File: config.mk
export PLATFORM = sky130hd
export DESIGN_NAME = dbgscan_unit
export DESIGN_NICKNAME = d
export VERILOG_FILES = /design/src/rtl/dbgscan_pkg.sv /design/src/rtl/dbgscan_chain.sv /design/src/rtl/dbgscan_regs.sv /design/src/rtl/dbgscan_unit.sv
export SDC_FILE = /design/constraint.sdc
export NUM_CORES = 1
export LEC_CHECK = 0
export ABC_AREA = 1
export ABC_CLOCK_PERIOD_IN_PS = 6500
export BUFFER_PORTS_ARGS = -buffer_cell sky130_fd_sc_hd__buf_2
export CAP_MARGIN = 30
export CORE_ASPECT_RATIO = 1.5
export CORE_UTILIZATION = 35
export DETAILED_ROUTE_END_ITERATION = 16
export PLACE_DENSITY_LB_ADDON = 0.12
export SLEW_MARGIN = 20
export SYNTH_ARGS = -nofsm -noshare
export SYNTH_HDL_FRONTEND = slang
export SYNTH_HIERARCHICAL = 1
export SYNTH_SLANG_ARGS = --single-unit
File: constraint.sdc
create_clock -name clk -period 6.5 [get_ports clk]
set_clock_uncertainty 0.1 [all_clocks]
set_input_delay 1.625 -clock clk [delete_from_list [all_inputs] [get_ports clk]]
set_output_delay 1.625 -clock clk [all_outputs]
set_load 0.1 [all_outputs]
File: src/rtl/dbgscan_pkg.sv
package dbgscan_pkg;
    localparam int DATA_W  = 32;
    localparam int ADDR_W  = 5;
    localparam int CHAIN_W = DATA_W + ADDR_W + 1;
    localparam int WP_REGS = 6;

    localparam logic [ADDR_W-1:0] A_CTRL   = 5'h00;
    localparam logic [ADDR_W-1:0] A_STAT   = 5'h01;
    localparam logic [ADDR_W-1:0] A_VCATCH = 5'h02;
    localparam logic [ADDR_W-1:0] A_COMCTL = 5'h04;
    localparam logic [ADDR_W-1:0] A_COMDAT = 5'h05;

    // Packed so that bit 0 is the first chain bit: data, then address, then write flag
    typedef struct packed {
        logic              wr;
        logic [ADDR_W-1:0] addr;
        logic [DATA_W-1:0] data;
    } scan_pkt_t;

    typedef enum logic [2:0] {
        K_NONE, K_CTRL, K_STAT, K_VCATCH, K_COMCTL, K_COMDAT, K_WATCH
    } reg_kind_e;

    typedef struct packed {
        reg_kind_e  kind;
        logic [1:0] unit;
        logic [2:0] slot;
    } reg_sel_t;

    function automatic reg_sel_t decode_addr(input logic [ADDR_W-1:0] a, input int num_wp);
        reg_sel_t s;
        s.kind = K_NONE;
        s.unit = '0;
        s.slot = '0;
        case (a)
            A_CTRL:   s.kind = K_CTRL;
            A_STAT:   s.kind = K_STAT;
            A_VCATCH: s.kind = K_VCATCH;
            A_COMCTL: s.kind = K_COMCTL;
            A_COMDAT: s.kind = K_COMDAT;
            default: begin
                if (a[4:3] != 2'b00 && int'(a[4:3]) <= num_wp && a[2:0] < 3'd6) begin
                    s.kind = K_WATCH;
                    s.unit = a[4:3] - 2'd1;
                    s.slot = a[2:0];
                end
            end
        endcase
        return s;
    endfunction
endpackage

File: src/rtl/dbgscan_chain.sv
module dbgscan_chain
    import dbgscan_pkg::*;
(
    input  logic              clk,
    input  logic              rst,
    input  logic              sel,
    input  logic              cap_en,
    input  logic              sh_en,
    input  logic              upd_en,
    input  logic              tdi,
    input  logic [DATA_W-1:0] cap_word,
    output logic              tdo,
    output scan_pkt_t         pkt,
    output logic              upd_fire
);
    logic [CHAIN_W-1:0] sr_q;

    always_ff @(posedge clk) begin
        if (rst) begin
            sr_q <= '0;
        end else if (sel && cap_en) begin
            sr_q <= {{(CHAIN_W-DATA_W){1'b0}}, cap_word};
        end else if (sel && sh_en) begin
            sr_q <= {tdi, sr_q[CHAIN_W-1:1]};
        end
    end

    assign tdo      = sr_q[0];
    assign pkt      = scan_pkt_t'(sr_q);
    assign upd_fire = sel & upd_en;

    AST_IDLE_NO_SEL: assert property (@(posedge clk) disable iff (rst)
        !sel |=> $stable(sr_q));
    AST_SHIFT_ORDER: assert property (@(posedge clk) disable iff (rst)
        (sel && sh_en && !cap_en) |=> tdo == $past(sr_q[1]));
endmodule

File: src/rtl/dbgscan_regs.sv
module dbgscan_regs
    import dbgscan_pkg::*;
#(
    parameter int         NUM_WP  = 2,
    parameter int         CTRL_W  = 6,
    parameter int         STAT_W  = 5,
    parameter int         VC_W    = 8,
    parameter logic [3:0] VERSION = 4'h2
) (
    input  logic                            clk,
    input  logic                            rst,
    input  logic                            upd_fire,
    input  scan_pkt_t                       pkt,
    input  logic [STAT_W-1:0]               stat_i,
    input  logic [DATA_W-1:0]               up_word_i,
    input  logic                            up_push_i,
    input  logic                            dn_pop_i,
    output logic [CTRL_W-1:0]               ctrl_o,
    output logic [VC_W-1:0]                 vcatch_o,
    output logic [NUM_WP*WP_REGS*DATA_W-1:0] watch_o,
    output logic                            up_full_o,
    output logic [DATA_W-1:0]               dn_word_o,
    output logic                            dn_full_o,
    output logic [DATA_W-1:0]               rd_word
);
    localparam int NUM_SLOTS = NUM_WP * WP_REGS;
    localparam int IDX_W     = $clog2(NUM_SLOTS);

    logic [CTRL_W-1:0] ctrl_q;
    logic [VC_W-1:0]   vcatch_q;
    logic [DATA_W-1:0] wp_q [NUM_SLOTS];
    logic [DATA_W-1:0] up_word_q, dn_word_q, rd_hold_q, rv;
    logic              up_full_q, dn_full_q;
    logic              wr_fire, rd_fire;
    reg_sel_t          rs;
    logic [IDX_W-1:0]  idx;

    assign wr_fire = upd_fire &  pkt.wr;
    assign rd_fire = upd_fire & ~pkt.wr;
    assign rs      = decode_addr(pkt.addr, NUM_WP);
    assign idx     = IDX_W'(int'(rs.unit) * WP_REGS + int'(rs.slot));

    always_comb begin
        rv = '0;
        case (rs.kind)
            K_CTRL:   rv[CTRL_W-1:0] = ctrl_q;
            K_STAT:   rv[STAT_W-1:0] = stat_i;
            K_VCATCH: rv[VC_W-1:0]   = vcatch_q;
            K_COMCTL: begin
                rv[0]            = dn_full_q;
                rv[1]            = up_full_q;
                rv[DATA_W-1 -: 4] = VERSION;
            end
            K_COMDAT: rv = up_word_q;
            K_WATCH:  rv = wp_q[idx];
            default:  rv = '0;
        endcase
    end

    always_ff @(posedge clk) begin
        if (rst) begin
            ctrl_q    <= '0;
            vcatch_q  <= '0;
            rd_hold_q <= '0;
            up_word_q <= '0;
            up_full_q <= 1'b0;
            dn_word_q <= '0;
            dn_full_q <= 1'b0;
        end else begin
            if (wr_fire && rs.kind == K_CTRL)   ctrl_q   <= pkt.data[CTRL_W-1:0];
            if (wr_fire && rs.kind == K_VCATCH) vcatch_q <= pkt.data[VC_W-1:0];
            if (upd_fire) rd_hold_q <= rd_fire ? rv : '0;

            if (wr_fire && rs.kind == K_COMDAT) begin
                dn_word_q <= pkt.data;
                dn_full_q <= 1'b1;
            end else if (dn_pop_i) begin
                dn_full_q <= 1'b0;
            end

            if (up_push_i) begin
                up_word_q <= up_word_i;
                up_full_q <= 1'b1;
            end else if (rd_fire && rs.kind == K_COMDAT) begin
                up_full_q <= 1'b0;
            end
        end
    end

    for (genvar g = 0; g < NUM_SLOTS; g++) begin : g_wp
        localparam logic [ADDR_W-1:0] MY_ADDR = ADDR_W'((g / WP_REGS + 1) * 8 + g % WP_REGS);
        always_ff @(posedge clk) begin
            if (rst)                               wp_q[g] <= '0;
            else if (wr_fire && pkt.addr == MY_ADDR) wp_q[g] <= pkt.data;
        end
        assign watch_o[g*DATA_W +: DATA_W] = wp_q[g];
    end

    assign ctrl_o    = ctrl_q;
    assign vcatch_o  = vcatch_q;
    assign up_full_o = up_full_q;
    assign dn_word_o = dn_word_q;
    assign dn_full_o = dn_full_q;
    assign rd_word   = rd_hold_q;

    AST_CTRL_WR_ONLY: assert property (@(posedge clk) disable iff (rst)
        !$stable(ctrl_q) |-> $past(upd_fire && pkt.wr && pkt.addr == A_CTRL));
    AST_UP_CONSUME: assert property (@(posedge clk) disable iff (rst)
        (upd_fire && !pkt.wr && pkt.addr == A_COMDAT && !up_push_i) |=> !up_full_q);
    AST_COMCTL_PURE: assert property (@(posedge clk) disable iff (rst)
        (upd_fire && !pkt.wr && pkt.addr == A_COMCTL && !up_push_i && !dn_pop_i)
        |=> ($stable(up_full_q) && $stable(dn_full_q)));
    AST_NARROW_ZERO: assert property (@(posedge clk) disable iff (rst)
        (upd_fire && !pkt.wr && pkt.addr == A_CTRL) |=> rd_hold_q[DATA_W-1:CTRL_W] == '0);
    AST_DN_SET: assert property (@(posedge clk) disable iff (rst)
        (upd_fire && pkt.wr && pkt.addr == A_COMDAT) |=> dn_full_q);
endmodule

File: src/rtl/dbgscan_unit.sv
module dbgscan_unit
    import dbgscan_pkg::*;
#(
    parameter int         NUM_WP  = 2,
    parameter int         CTRL_W  = 6,
    parameter int         STAT_W  = 5,
    parameter int         VC_W    = 8,
    parameter logic [3:0] VERSION = 4'h2
) (
    input  logic                             clk,
    input  logic                             rst,
    input  logic                             chain_sel,
    input  logic                             capture_en,
    input  logic                             shift_en,
    input  logic                             update_en,
    input  logic                             tdi,
    output logic                             tdo,
    input  logic [STAT_W-1:0]                stat_i,
    output logic [CTRL_W-1:0]                ctrl_o,
    output logic [VC_W-1:0]                  vcatch_o,
    output logic [NUM_WP*WP_REGS*DATA_W-1:0] watch_o,
    input  logic [DATA_W-1:0]                up_word_i,
    input  logic                             up_push_i,
    output logic                             up_full_o,
    output logic [DATA_W-1:0]                dn_word_o,
    output logic                             dn_full_o,
    input  logic                             dn_pop_i
);
    scan_pkt_t         pkt;
    logic              upd_fire;
    logic [DATA_W-1:0] rd_word;

    dbgscan_chain u_chain (
        .clk      (clk),
        .rst      (rst),
        .sel      (chain_sel),
        .cap_en   (capture_en),
        .sh_en    (shift_en),
        .upd_en   (update_en),
        .tdi      (tdi),
        .cap_word (rd_word),
        .tdo      (tdo),
        .pkt      (pkt),
        .upd_fire (upd_fire)
    );

    dbgscan_regs #(
        .NUM_WP (NUM_WP),
        .CTRL_W (CTRL_W),
        .STAT_W (STAT_W),
        .VC_W   (VC_W),
        .VERSION(VERSION)
    ) u_regs (
        .clk       (clk),
        .rst       (rst),
        .upd_fire  (upd_fire),
        .pkt       (pkt),
        .stat_i    (stat_i),
        .up_word_i (up_word_i),
        .up_push_i (up_push_i),
        .dn_pop_i  (dn_pop_i),
        .ctrl_o    (ctrl_o),
        .vcatch_o  (vcatch_o),
        .watch_o   (watch_o),
        .up_full_o (up_full_o),
        .dn_word_o (dn_word_o),
        .dn_full_o (dn_full_o),
        .rd_word   (rd_word)
    );
endmodule

# Word level (Yosys, flattened, before mapping)
# Memories as Yosys holds them, arrays and structs flattened.
# Index checks and enable logic that the tools add are counted.
classes:
  n_mul: 1
  n_eq_ne: 22
  n_mux: 66
  n_reduce_logical: 27
  n_addsub: 2
  n_bitwise: 16
  order_cmp: 2
ops:
  columns: ["operator", "count"]
  rows:
  - ["$mux W32", 15]
  - ["$mux W1", 42]
  - ["$pmux W20 S2", 1]
  - ["$eq A5 B4 Y1 const B", 6]
  - ["$eq A5 B5 Y1 const B", 6]
  - ["$pmux W3 S5", 2]
  - ["$logic_and A1 B1 Y1", 20]
  - ["$or A1 B1 Y1", 12]
  - ["$pmux W2 S6", 1]
  - ["$pmux W4 S3", 1]
  - ["$eq A5 B3 Y1 const B", 2]
  - ["$eq A3 B3 Y1 const B", 3]
  - ["$mux W8", 1]
  - ["$reduce_bool A2 Y1", 4]
  - ["$eq A3 B2 Y1 const B", 2]
  - ["$pmux W2 S3", 1]
  - ["$eq A5 B1 Y1 const B", 1]
  - ["$eq A5 B2 Y1 const B", 1]
  - ["$logic_not A5 Y1", 1]
  - ["$mux W5", 1]
  - ["$reduce_or A5 Y1", 1]
  - ["$add A4 B4 Y4", 1]
  - ["$pmux W1 S4", 1]
  - ["$and A1 B1 Y1", 3]
  - ["7 further kinds", 7]
word_totals:
  mem_count: 1
  output_inout_bits: 433
  register_bits: 150
  mem_bits_rw: 384
memory_table:
  columns: ["name", "depth", "width", "rd", "rd_clocked_by_memory_dff", "write_ports", "line", "rtl"]
  rows:
  - ["u_regs.wp_q", 12, 32, 13, 0, 12, "dbgscan_regs.sv:31", "logic [DATA_W-1:0] wp_q [NUM_SLOTS];"]

# Depth between registers and ports, before layout
# Gate-level depths: netlist (run 1).
# An unclocked memory read counts as a cell.
depth:
  ltp_word: 10
  depth_mapped: 19

# Hierarchy
# The synthesis (run 1) kept the hierarchy.
by_module_without_submodules:
  columns: ["mod", "area_each_um2", "n_inst", "cells_per_inst", "seq_area_each_um2"]
  rows:
  - ["dbgscan_regs", 21694.6, 1, 2292, 13773.2]
  - ["dbgscan_chain", 1996.9, 1, 307, 760.7]

# Worst setup path after synthesis (run 1)
# No wires, ideal clock.
synth_timing:
  path_kind: "in2reg"
  start: "in chain_sel"
  end: "mem u_regs.wp_q[7][0] (enable)"
  slack_ns: 1.154
  t_arrival_ns: 4.781
  path_stages: 8
  t_required_ns: 5.934
  path_buffers: 2
  cell_sequence: "buf_6 -> buf_2 -> nand2_1 -> inv_1 -> nand2_1 -> nor2_1 -> nand2_1 -> o21ai_0"
synth_lines:
  columns: ["element", "line", "rtl"]
  rows:
  - ["start: declaration", "dbgscan_unit.sv:12", "input logic chain_sel,"]
  - ["end: declaration", "dbgscan_regs.sv:31", null]

# Worst setup path in the final report (run 1)
layout_timing:
  start: "reg u_chain.sr_q[36] (netlist: u_chain/pkt[36])"
  end: "reg u_regs.rd_hold_q[5] (netlist: u_regs/rd_word[5])"
layout_between:
  elab_chain_len: 10
  word_cells_on_any_way: 23
  classes_between: "add/sub (2); mul (1); order compare (1); eq/ne (8); mux (5); reduce/logical (5); memory (1)"
layout_rtl:
  columns: ["element", "line", "rtl"]
  rows:
  - ["start: declaration", "dbgscan_chain.sv:16", "logic [CHAIN_W-1:0] sr_q;"]
  - ["start signal: assignment", "dbgscan_chain.sv:22", "sr_q <= {{(CHAIN_W-DATA_W){1'b0}}, cap_word};"]
  - ["start signal: assignment", "dbgscan_chain.sv:24", "sr_q <= {tdi, sr_q[CHAIN_W-1:1]};"]
  - ["$le A2 B2 Y1 / $reduce_bool A2 Y1 (equally long branches)", "dbgscan_pkg.sv:42", "if (a[4:3] != 2'b00 && int'(a[4:3]) <= num_wp && a[2:0] < 3'd6) begin"]
  - ["$logic_and A1 B1 Y1 (2 in a row)", "dbgscan_pkg.sv:42", null]
  - ["$mux W8", "dbgscan_pkg.sv:42", null]
  - ["$mux W5", "dbgscan_pkg.sv:35", "case (a)"]
  - ["$mul A2 B2 Y3", "dbgscan_regs.sv:41", "assign idx = IDX_W'(int'(rs.unit) * WP_REGS + int'(rs.slot));"]
  - ["$add A4 B4 Y4", "dbgscan_regs.sv:41", null]
  - ["$mem_v2 Z12 W32", null, null]
  - ["$pmux W1 S4 *", "dbgscan_regs.sv:45", "case (rs.kind)"]
  - ["$mux W32 *", "dbgscan_regs.sv:72", "if (upd_fire) rd_hold_q <= rd_fire ? rv : '0;"]
  - ["end signal: assignment", "dbgscan_regs.sv:72", null]
  - ["end: declaration", "dbgscan_regs.sv:32", "logic [DATA_W-1:0] up_word_q, dn_word_q, rd_hold_q, rv;"]
# Every way passes the cells marked *; elsewhere a longest branch is shown, timed or not.
# A chain may end at the register's enable or synchronous reset.

==> results.py, run 1 <==
metrics = {
    "global_route": {
        "grt_max_degree": 126,
        "grt_antenna_before_repair": 0,
        "gr-total-overflow": 0,
        "grt_pass1_vias": 19500,
        "grt_pass1_wl_um": 136000,
        "grt_use_total_pct": 26.8,
    },
    "route": {
        "via_count": 20500,
        "dr.pass1.iters": 6,
        "drc_errors": 0,
        "routedWlPerCell_um": 24.4,
        "vias_per_cell": 5.27,
        "routed_wl_um": 95000,
        "drtIter0Drc": 1783,
        "antenna_left": 0,
    },
    "floorplan": {
        "die_h_um": 321,
        "dieArea_um2": 68800,
        "fp-row-count": 116,
        "io_pins": 479,
        "core_area_um2": 66800,
        "die-width_um": 214,
        "start_util_pct": 35.5,
    },
    "timing": {
        "setup_tns_ns": 0,
        "final-setup-viol-count": 0,
        "slew_violations": 0,
        "period_needed_ns": 4.06,
        "worst_pin_slew_ns": 0.982,
        "timing.final.ws_setup_ns": 2.44,
        "rsz0062_at_grt": "false",
        "finalCritPeriodShare_pct": 62.4,
        "slew_headroom_pct": 34.6,
        "hold_viol_final": 0,
        "max_freq_mhz": 247,
    },
    "cells_and_area": {
        "insertedDiodeCount": 0,
        "nets": 3014,
        "layout-drive-gt1-share_pct": 21.6,
        "areaGrowthSynthToFinish_pct": 20.5,
    },
    "placed_design": {
        "dp_slack_ns": 2.25,
        "io_buffers": 478,
        "dpl.hpwl_um": 68500,
        "gp_congestion": 0.934,
    },
    "clock_network": {
        "hold_buffers": 0,
        "cts_tree": "built",
        "cts_buffer_depth": 3,
        "clk_pin_slew_ns": 0.06,
        "cts.sinks": 534,
        "cts_resized": 0,
        "insertion_delay_ns": 0.63,
        "post_cts_buffers": 0,
        "htree_levels": 2,
        "clock-root-buffer": "clkbuf_16",
        "cts_made_buffers": 55,
    },
    "run_status": {
        "outcome": "completed",
    },
    "run": {
        "max-cap-violations": 0,
    },
    "worst_setup_path": {
        "critPathCaptureType": "flip-flop",
        "r2r_slack_ns": 2.44,
        "setup.worst_path.start_class": "flip-flop",
        "arrival_ns": 4.42,
        "crit_end": "u_regs/rd_word[5]",
        "crit-reg2reg-capture": "u_regs/rd_word[5]",
        "path_max_fanout": 72,
        "startpoint": "u_chain/pkt[36]",
        "worstReg2RegStart": "u_chain/pkt[36]",
        "worst-r2r-cell-count": 15,
        "path_class": "reg2reg",
        "cp_data_required_time_ns": 6.87,
    },
    "logic_synthesis": {
        "synth.avg_cell_area_um2": 9.12,
        "synth_nets": 2648,
        "synth_edf_count": 384,
        "syn-instance-count": 2599,
        "netlist.top_cell.by_area": "edfxtp_1",
        "ys_seq_area_share_pct": 61.3,
        "yosys_warnings": 6,
        "async_flop_share_pct": 0,
        "synth_area_um2": 23700,
        "synthFlopType": "edfxtp_1",
        "ys_ff_latch": 534,
        "synth.distinct_cells": 40,
        "synth_area_leaders": "edfxtp_1, dfxtp_1, nand3_1, nand2_1, nor2_1",
        "yosysTopAreaCellShare_pct": 48.7,
    },
    "power": {
        "power_density_nw_per_um2": 285,
        "power_leakage_nw": 11.6,
        "ir_drop_mv": 0.213,
    },
    "worst_hold_path": {
        "hp-class": "reg2reg",
    },
}
==> Yosys cell counts (all sizes together), types with 2 or more instances <==
cell and instances:
nand4 7, nor3 10, dfxtp 150, nand2 480, nand3b 5, a31oi 21, edfxtp 384, buf 71
nand3 407, clkbuf 142, o21ai 115, clkinv 2, or2 20, inv 151, o22ai 4, o21a 20
a21oi 112, ha 2, a211oi 4, o211ai 20, nor2 467
==> worst min-delay path by stage <==
| stage | slack (ns) | endpoint | depth (start not counted) | start |
|---|---|---|---|---|
| final | 0.37 | u_regs/up_word_q[13] | 2 | u_regs/up_word_q[13] |
| after CTS | 0.36 | u_regs/up_word_q[11] | 2 | u_regs/up_word_q[11] |
| after detailed placement | 0.35 | u_regs/up_word_q[11] | 2 | u_regs/up_word_q[11] |
| after global routing | 0.38 | u_regs/up_word_q[11] | 2 | u_regs/up_word_q[11] |
| after global placement | 0.35 | u_regs/up_word_q[11] | 2 | u_regs/up_word_q[11] |
| after floorplan | 0.33 | u_regs/up_word_q[10] | 2 | u_regs/up_word_q[10] |
==> layout make-up <==
class	count	area, µm²
fillers	6758	38200
flip-flops and latches	534	14500
multi-input cells	1699	7710
repair buffers	522	2840
clock buffers	76	1560
well taps	885	1110
inverters	153	577
clock inverters	25	220
==> kinds of logic (layout without fill, tap and decap cells) <==
logic type / Yosys count / count (layout) / share of synthesized area (%)
AO/OA/AOI/OAI: 298 / 298 / 6.92
other: 1 / 1 / 0.0158
flip-flops: 534 / 534 / 61.3
buffers and inverters: 366 / 776 / 6.57
adder cells (fa/ha/maj): 3 / 3 / 0.190
AND/OR/NAND/NOR: 1396 / 1396 / 24.9
XOR/XNOR: 1 / 1 / 0.0370
==> state kept, by name, summed over array words and instances, names as in the netlist <==
signal	count
u_chain/pkt	38
u_regs/ctrl_o	6
u_regs/dn_full_o	1
u_regs/dn_word_o	32
u_regs/rd_word	32
u_regs/up_full_o	1
u_regs/up_word_q	32
u_regs/vcatch_o	8
u_regs/wp_q	384
==> cell usage in the layout (no fill, tap or decap), types with 5 or more instances in the layout <==
| master | instances |
|---|---|
| buf_16 | 5 |
| o21a_1 | 20 |
| nand3_1 | 405 |
| nand4_1 | 7 |
| o211ai_1 | 20 |
| clkbuf_1 | 12 |
| nand3b_1 | 5 |
| a21oi_1 | 112 |
| or2_2 | 15 |
| nand2_2 | 8 |
| clkinv_1 | 9 |
| nor2_1 | 461 |
| edfxtp_1 | 384 |
| clkinv_2 | 8 |
| o21ai_0 | 110 |
| nor3_1 | 8 |
| a31oi_1 | 21 |
| nand2_1 | 471 |
| buf_2 | 478 |
| clkbuf_8 | 6 |
| buf_4 | 37 |
| inv_1 | 146 |
| dfxtp_1 | 149 |
| clkbuf_16 | 57 |
==> metrics by stage <==
| stage | cells | util [%] | hold WS, ns | cell area (µm²) | power, mW |
|---|---|---|---|---|---|
| after floorplan | 2599 | - | 0.329 | 23700 | 4.74 |
| after detailed placement | 3792 | 40.1 | 0.354 | 26800 | 5.04 |
| after CTS | 3893 | 42.8 | 0.364 | 28500 | 8.21 |
| after global placement | 3786 | 39.9 | 0.351 | 26600 | 5.02 |
| final | 3894 | 42.8 | 0.367 | 28600 | 8.14 |
| after global routing | 3894 | 42.8 | 0.383 | 28600 | 8.38 |
==> critical path, cell delays in order, from the launching register on <==
cell and delay (ns):
dfxtp_1 0.48, inv_2 0.23, nand2_2 0.16, nand3_4 0.14
nor2_1 0.22, ha_4 0.48, clkinv_2 0.50, buf_4 0.53
nand3_1 0.28, nand3_1 0.16, nand2_1 0.13, nand2_1 0.11
nand2_1 0.09, nand2_1 0.05, nand2_1 0.06, a21oi_1 0.06
==> where the power goes <==
group          internal, mW  switching, mW  leakage (nW)
combinational         0.145          0.977          5.51
sequential             3.75         0.0940          5.19
clock                  1.79           1.38         0.871
==> metal layers <==
metal  routed length [µm]  GRT usage [%]  vias to the layer above
li1                     -              -                     9428
met1                38400           34.3                     9973
met2                43900           42.7                      968
met3                 9200           7.81                      148
met4                 3450           9.94                        0
met5                    0              0                        -
Note: power is estimated with default switching activity, not from simulation.
==> run 2, diff against run 1 <==
Settings changed: ABC_AREA 1 to 0, ABC_CLOCK_PERIOD_IN_PS 6500 to 3600.
Clock period 6.5 ns to 3.6 ns, I/O delays scaled along.
==> run 2 against run 1 <==
Against the previous run:
- hold slack worse by 0.0098 ns
- sequential power up 82%
- final cell count down 18%
- sequential share of layout area down 0.98 points
- register-to-register slack worse by 2.3 ns
- largest power group unchanged
==> results.py, run 2 <==
metrics = {
    "run_status": {
        "outcome": "completed",
    },
    "logic_synthesis": {
        "ys_seq_area_share_pct": 62.2,
        "synthTopCellsByCount": "and2_1, edfxtp_1, nand2_1",
        "synthFlopType": "edfxtp_1",
        "yosysTopAreaCellShare_pct": 49.4,
        "yosys_warnings": 6,
        "synth_edf_count": 384,
        "synth_area_leaders": "edfxtp_1, dfxtp_1, and2_1, mux4_2, nand2_1",
        "synth_nets": 1852,
        "synth.avg_cell_area_um2": 13.0,
        "syn-instance-count": 1803,
        "async_flop_share_pct": 0,
        "synth_most_common_cell": "and2_1",
        "ys_ff_latch": 534,
        "synth.distinct_cells": 68,
        "synth_area_um2": 23400,
        "netlist.top_cell.by_area": "edfxtp_1",
    },
    "global_route": {
        "grt_use_total_pct": 27.9,
        "grt_max_degree": 66,
        "gr-total-overflow": 0,
        "grt_pass1_vias": 17500,
        "grt_pass1_wl_um": 133000,
        "grt_antenna_before_repair": 8,
    },
    "worst_setup_path": {
        "crit_chain": "xor2_2, nand2_1, nor2_1, inv_1, ha_1, fa_1, xor2_1, nand2b_1, nor2_2, buf_4, a22oi_1, o211ai_1",
        "path_class": "reg2reg",
        "arrival_ns": 3.78,
        "setup.worst_path.start_class": "flip-flop",
        "worstReg2RegStart": "u_chain/pkt[35]",
        "cpPeakStageDelay_ns": 0.46,
        "startpoint": "u_chain/pkt[35]",
        "critPathSlowestCell": "dfxtp_1",
        "cp_data_required_time_ns": 3.97,
        "path_max_fanout": 17,
        "critPathCaptureType": "flip-flop",
    },
    "timing": {
        "max_freq_mhz": 293,
        "period_needed_ns": 3.42,
        "setup_tns_ns": 0,
        "final-setup-viol-count": 0,
        "slew_violations": 0,
        "hold_viol_final": 0,
        "slew_headroom_pct": 36.5,
        "worst_pin_slew_ns": 0.953,
        "timing.final.ws_setup_ns": 0.183,
        "finalCritPeriodShare_pct": 94.9,
        "rsz0062_at_grt": "false",
    },
    "cells_and_area": {
        "multi_input_area_um2": 8360,
        "nFillCells": 6214,
        "largest_register_ffs": 384,
        "layout-drive-gt1-share_pct": 33.6,
        "final_cell_mix": "buf_2, and2_1, edfxtp_1",
        "fin_util_pct": 44.3,
        "final_common_cell": "buf_2",
        "areaGrowthSynthToFinish_pct": 24.6,
        "largest-register": "u_regs/wp_q",
        "nets": 2314,
        "insertedDiodeCount": 0,
        "regArea_um2": 14500,
    },
    "placed_design": {
        "gp_congestion": 0.930,
        "dp_slack_ns": 0.254,
        "dpl.hpwl_um": 68100,
        "io_buffers": 478,
    },
    "clock_network": {
        "clock-root-buffer": "clkbuf_16",
        "clk_pin_slew_ns": 0.06,
        "cts_buffer_depth": 3,
        "insertion_delay_ns": 0.62,
        "htree_levels": 2,
        "post_cts_buffers": 0,
        "cts_tree": "built",
        "cts_resized": 0,
        "cts_made_buffers": 54,
        "hold_buffers": 0,
        "cts.sinks": 534,
    },
    "floorplan": {
        "start_util_pct": 35.5,
        "core_area_um2": 65800,
        "io_pins": 479,
        "die_h_um": 318,
        "dieArea_um2": 67800,
        "fp-row-count": 115,
        "die-width_um": 213,
    },
    "power": {
        "power.switching_mw": 4.31,
        "seqPwrFrac_pct": 47.2,
        "intPower_mw": 10.5,
        "switching_share_pct": 29.0,
        "combPwrFrac_pct": 12.4,
        "power_frac_clock_pct": 40.5,
        "power_density_nw_per_um2": 510,
        "ir_drop_mv": 0.359,
        "power_leakage_nw": 11.5,
    },
    "worst_hold_path": {
        "hp-class": "reg2reg",
        "hp-start": "u_regs/dn_word_o[16]",
    },
    "route": {
        "routed_wl_um": 95400,
        "routedWlPerCell_um": 29.9,
        "vias_per_cell": 5.38,
        "dr.pass1.iters": 6,
        "drtIter0Drc": 1222,
        "drc_errors": 0,
        "antenna_left": 0,
        "via_count": 17100,
    },
    "run": {
        "max-cap-violations": 0,
    },
}
-- run 2: cell count changes in the layout (fill, tap and decap cells not counted), moves of 51 or more --
cell and delta:
a21oi_1 -57, mux2i_1 +58, mux4_2 +83, a22oi_1 +51
nand2_1 -297, nand3_1 -398, and2_1 +385, o21ai_0 -106
nor2_1 -361, inv_1 -141
-- run 2: path summary, 6_finish.rpt --
| path | end | slack (ns) | cells past startpoint |
|---|---|---|---|
| worst max-delay path | u_regs/rd_word[14] | 0.18 | 12 |
| worst min-delay path | u_regs/dn_word_o[16] | 0.36 | 2 |
| worst max register to register | u_regs/rd_word[14] | 0.18 | 12 |
| worst min register to register | u_regs/dn_word_o[16] | 0.36 | 2 |
-- run 2: cells by family after synthesis --
| family | after synthesis | synth area share, % |
|---|---|---|
| AOI/OAI and AO/OA | 224 | 6.86 |
| xor gates and xnor gates | 4 | 0.182 |
| adders and majority gates | 3 | 0.193 |
| buffers and inverters | 164 | 3.10 |
| DFF | 534 | 62.2 |
| muxes | 150 | 10.9 |
| other | 1 | 0.0161 |
| and+or+nand+nor | 723 | 16.5 |
-- run 2: layout make-up --
type / count / share of cell area (%)
Sequential cell: 534 / 49.9
Tap cell: 877 / 3.77
Inverter: 7 / 0.0902
Timing Repair Buffer: 563 / 11.1
Clock inverter: 26 / 0.980
Multi-Input combinational cell: 1105 / 28.7
Clock buffer: 76 / 5.46
-- run 2: worst max-delay path, delay by kind of cell, from the launching register on --
| kind | cells | cell delay [ns] |
|---|---|---|
| compound gates | 2 | 0.56 |
| xor+xnor | 2 | 0.37 |
| simple gates | 4 | 0.66 |
| flops | 1 | 0.46 |
| buf+inv | 2 | 0.33 |
| fa+ha+maj | 2 | 0.75 |
-- run 2: power by group through the flow --
stage / Clock [mW] / Combinational (mW) / Sequential [mW]
finish: 6.01 / 1.83 / 7.00
global route: 6.34 / 1.87 / 7.02
CTS: 6.13 / 1.84 / 7.01
detailed placement: 0 / 1.84 / 7.14
global placement: 0 / 1.84 / 7.13
floorplan: 0 / 0.319 / 8.13
-- run 2: layer usage --
metal | GRT usage, % | wire, µm | up-vias
li1 | - | - | 7454
met4 | 10.2 | 3530 | 12
met1 | 32.0 | 35200 | 8772
met5 | 0 | 75 | -
met3 | 5.25 | 6010 | 166
met2 | 50.8 | 50600 | 738
-- run 2: per-stage QoR --
step | cells | instance area, µm² | total power, mW | hold slack [ns]
2_1_floorplan | 1803 | 23400 | 8.44 | 0.337
5_1_grt | 3188 | 29100 | 15.2 | 0.375
3_3_place_gp | 3086 | 27200 | 8.97 | 0.345
6_report | 3188 | 29100 | 14.8 | 0.357
3_5_place_dp | 3086 | 27200 | 8.98 | 0.349
4_1_cts | 3188 | 29100 | 15.0 | 0.357
==> run 3, diff against run 2 <==
Settings changed: CTS_BUF_LIST set to sky130_fd_sc_hd__clkbuf_16, CTS_CLUSTER_SIZE set to 25, SLEW_MARGIN 20 to unset.
==> run 3 against run 2 <==
Against the previous run:
- clock power is 3% lower
- sequential share of layout area is 0.12 points higher
- die area stayed put
- power is 1.2% lower
- critical path depth stayed put
==> results.py, run 3 (synthesized netlist as in run 2, its figures left out) <==
metrics = {
    "worst_setup_path": {
        "path_class": "reg2reg",
        "arrival_ns": 3.76,
        "setup.worst_path.start_class": "flip-flop",
        "r2r_slack_ns": 0.21,
        "path_max_fanout": 17,
        "critPathCaptureType": "flip-flop",
        "cp_data_required_time_ns": 3.97,
    },
    "run_status": {
        "outcome": "completed",
    },
    "placed_design": {
        "io_buffers": 478,
        "dpl.hpwl_um": 68100,
        "gp_congestion": 0.930,
    },
    "floorplan": {
        "core_area_um2": 65800,
        "fp-row-count": 115,
        "io_pins": 479,
        "dieArea_um2": 67800,
        "die_h_um": 318,
        "start_util_pct": 35.5,
        "die-width_um": 213,
    },
    "timing": {
        "period_needed_ns": 3.39,
        "rsz0062_at_grt": "false",
        "slew_violations": 0,
        "finalCritPeriodShare_pct": 94.2,
        "max_freq_mhz": 295,
        "final-setup-viol-count": 0,
        "slew_headroom_pct": 38.3,
        "worst_pin_slew_ns": 0.923,
        "hold_viol_final": 0,
    },
    "clock_network": {
        "post_cts_buffers": 0,
        "cts.sinks": 534,
        "cts_made_buffers": 54,
        "insertion_delay_ns": 0.62,
        "cts_buffer_depth": 3,
        "clk_pin_slew_ns": 0.06,
        "hold_buffers": 0,
        "htree_levels": 2,
        "clock-root-buffer": "clkbuf_16",
        "cts_resized": 0,
        "cts_tree": "built",
    },
    "power": {
        "ir_drop_mv": 0.358,
        "finalPower_mw": 14.7,
        "power_leakage_nw": 11.5,
        "power_density_nw_per_um2": 505,
    },
    "cells_and_area": {
        "fin_util_pct": 44.2,
        "final_common_cell": "buf_2",
        "areaGrowthSynthToFinish_pct": 24.3,
        "final_cell_mix": "buf_2, and2_1, edfxtp_1",
        "layout-drive-gt1-share_pct": 33.3,
        "nets": 2314,
        "largest-register": "u_regs/wp_q",
        "insertedDiodeCount": 0,
        "largest_register_ffs": 384,
    },
    "route": {
        "vias_per_cell": 5.38,
        "routedWlPerCell_um": 30.0,
        "via_count": 17200,
        "routed_wl_um": 95600,
        "drtIter0Drc": 1168,
        "antenna_left": 0,
        "drc_errors": 0,
        "dr.pass1.iters": 5,
    },
    "global_route": {
        "gr-total-overflow": 0,
        "grt_use_total_pct": 27.9,
        "grt_max_degree": 66,
        "grt_pass1_wl_um": 133000,
        "grt_pass1_vias": 17500,
        "grt_antenna_before_repair": 9,
    },
    "worst_hold_path": {
        "hp-class": "reg2reg",
    },
    "run": {
        "max-cap-violations": 0,
    },
}
==> run 3: metal layers <==
layer  wire, µm  vias to the layer above  global-route usage, %
li1           -                     7454                      -
met1      35600                     8793                   32.0
met2      50400                      726                   50.8
met3       5930                      167                   5.36
met4       3590                       14                   10.3
met5        103                        -                      0
==> run 3: worst paths after layout <==
kind,startpoint,end,cells after the start
min,u_regs/dn_word_o[16],u_regs/dn_word_o[16],2
max reg2reg,u_chain/pkt[35],u_regs/rd_word[14],12
min reg2reg,u_regs/dn_word_o[16],u_regs/dn_word_o[16],2
max,u_chain/pkt[35],u_regs/rd_word[14],12
==> run 3: report_power, final <==
group | leakage, nW | switching [mW] | total [mW] | internal, mW
sequential | 5.18 | 0.240 | 7.00 | 6.76
combinational | 5.39 | 1.56 | 1.84 | 0.275
clock | 0.918 | 2.51 | 5.83 | 3.32
total | 11.5 | 4.31 | 14.7 | 10.4
==> run 3: cell type report <==
type,instances,area (µm²)
inverters,7,26.3
fillers,6223,36700
repair buffers,563,3220
clock buffers,58,1450
flip-flops and latches,534,14500
well taps,877,1100
clock inverters,44,353
multi-input cells,1105,8360
==> run 3: worst max-delay path: stages, from the launching register on <==
cell	delay [ns]
dfxtp_1	0.46
xor2_2	0.17
nand2_1	0.07
nor2_1	0.22
inv_1	0.08
ha_1	0.30
fa_1	0.45
xor2_1	0.20
nand2b_1	0.25
nor2_2	0.12
buf_4	0.25
a22oi_1	0.40
o211ai_1	0.14
==> run 3: per-stage QoR <==
stage	instance area, µm²	setup WS, ns	TNS, ns	instances	hold WS, ns
2_1_floorplan	23400	-0.788	-50.44	1803	0.337
3_3_place_gp	27200	0.267	0	3086	0.345
3_5_place_dp	27200	0.254	0	3086	0.349
4_1_cts	29000	0.291	0	3188	0.357
5_1_grt	29000	0.0658	0	3188	0.375
6_report	29000	0.208	0	3188	0.357
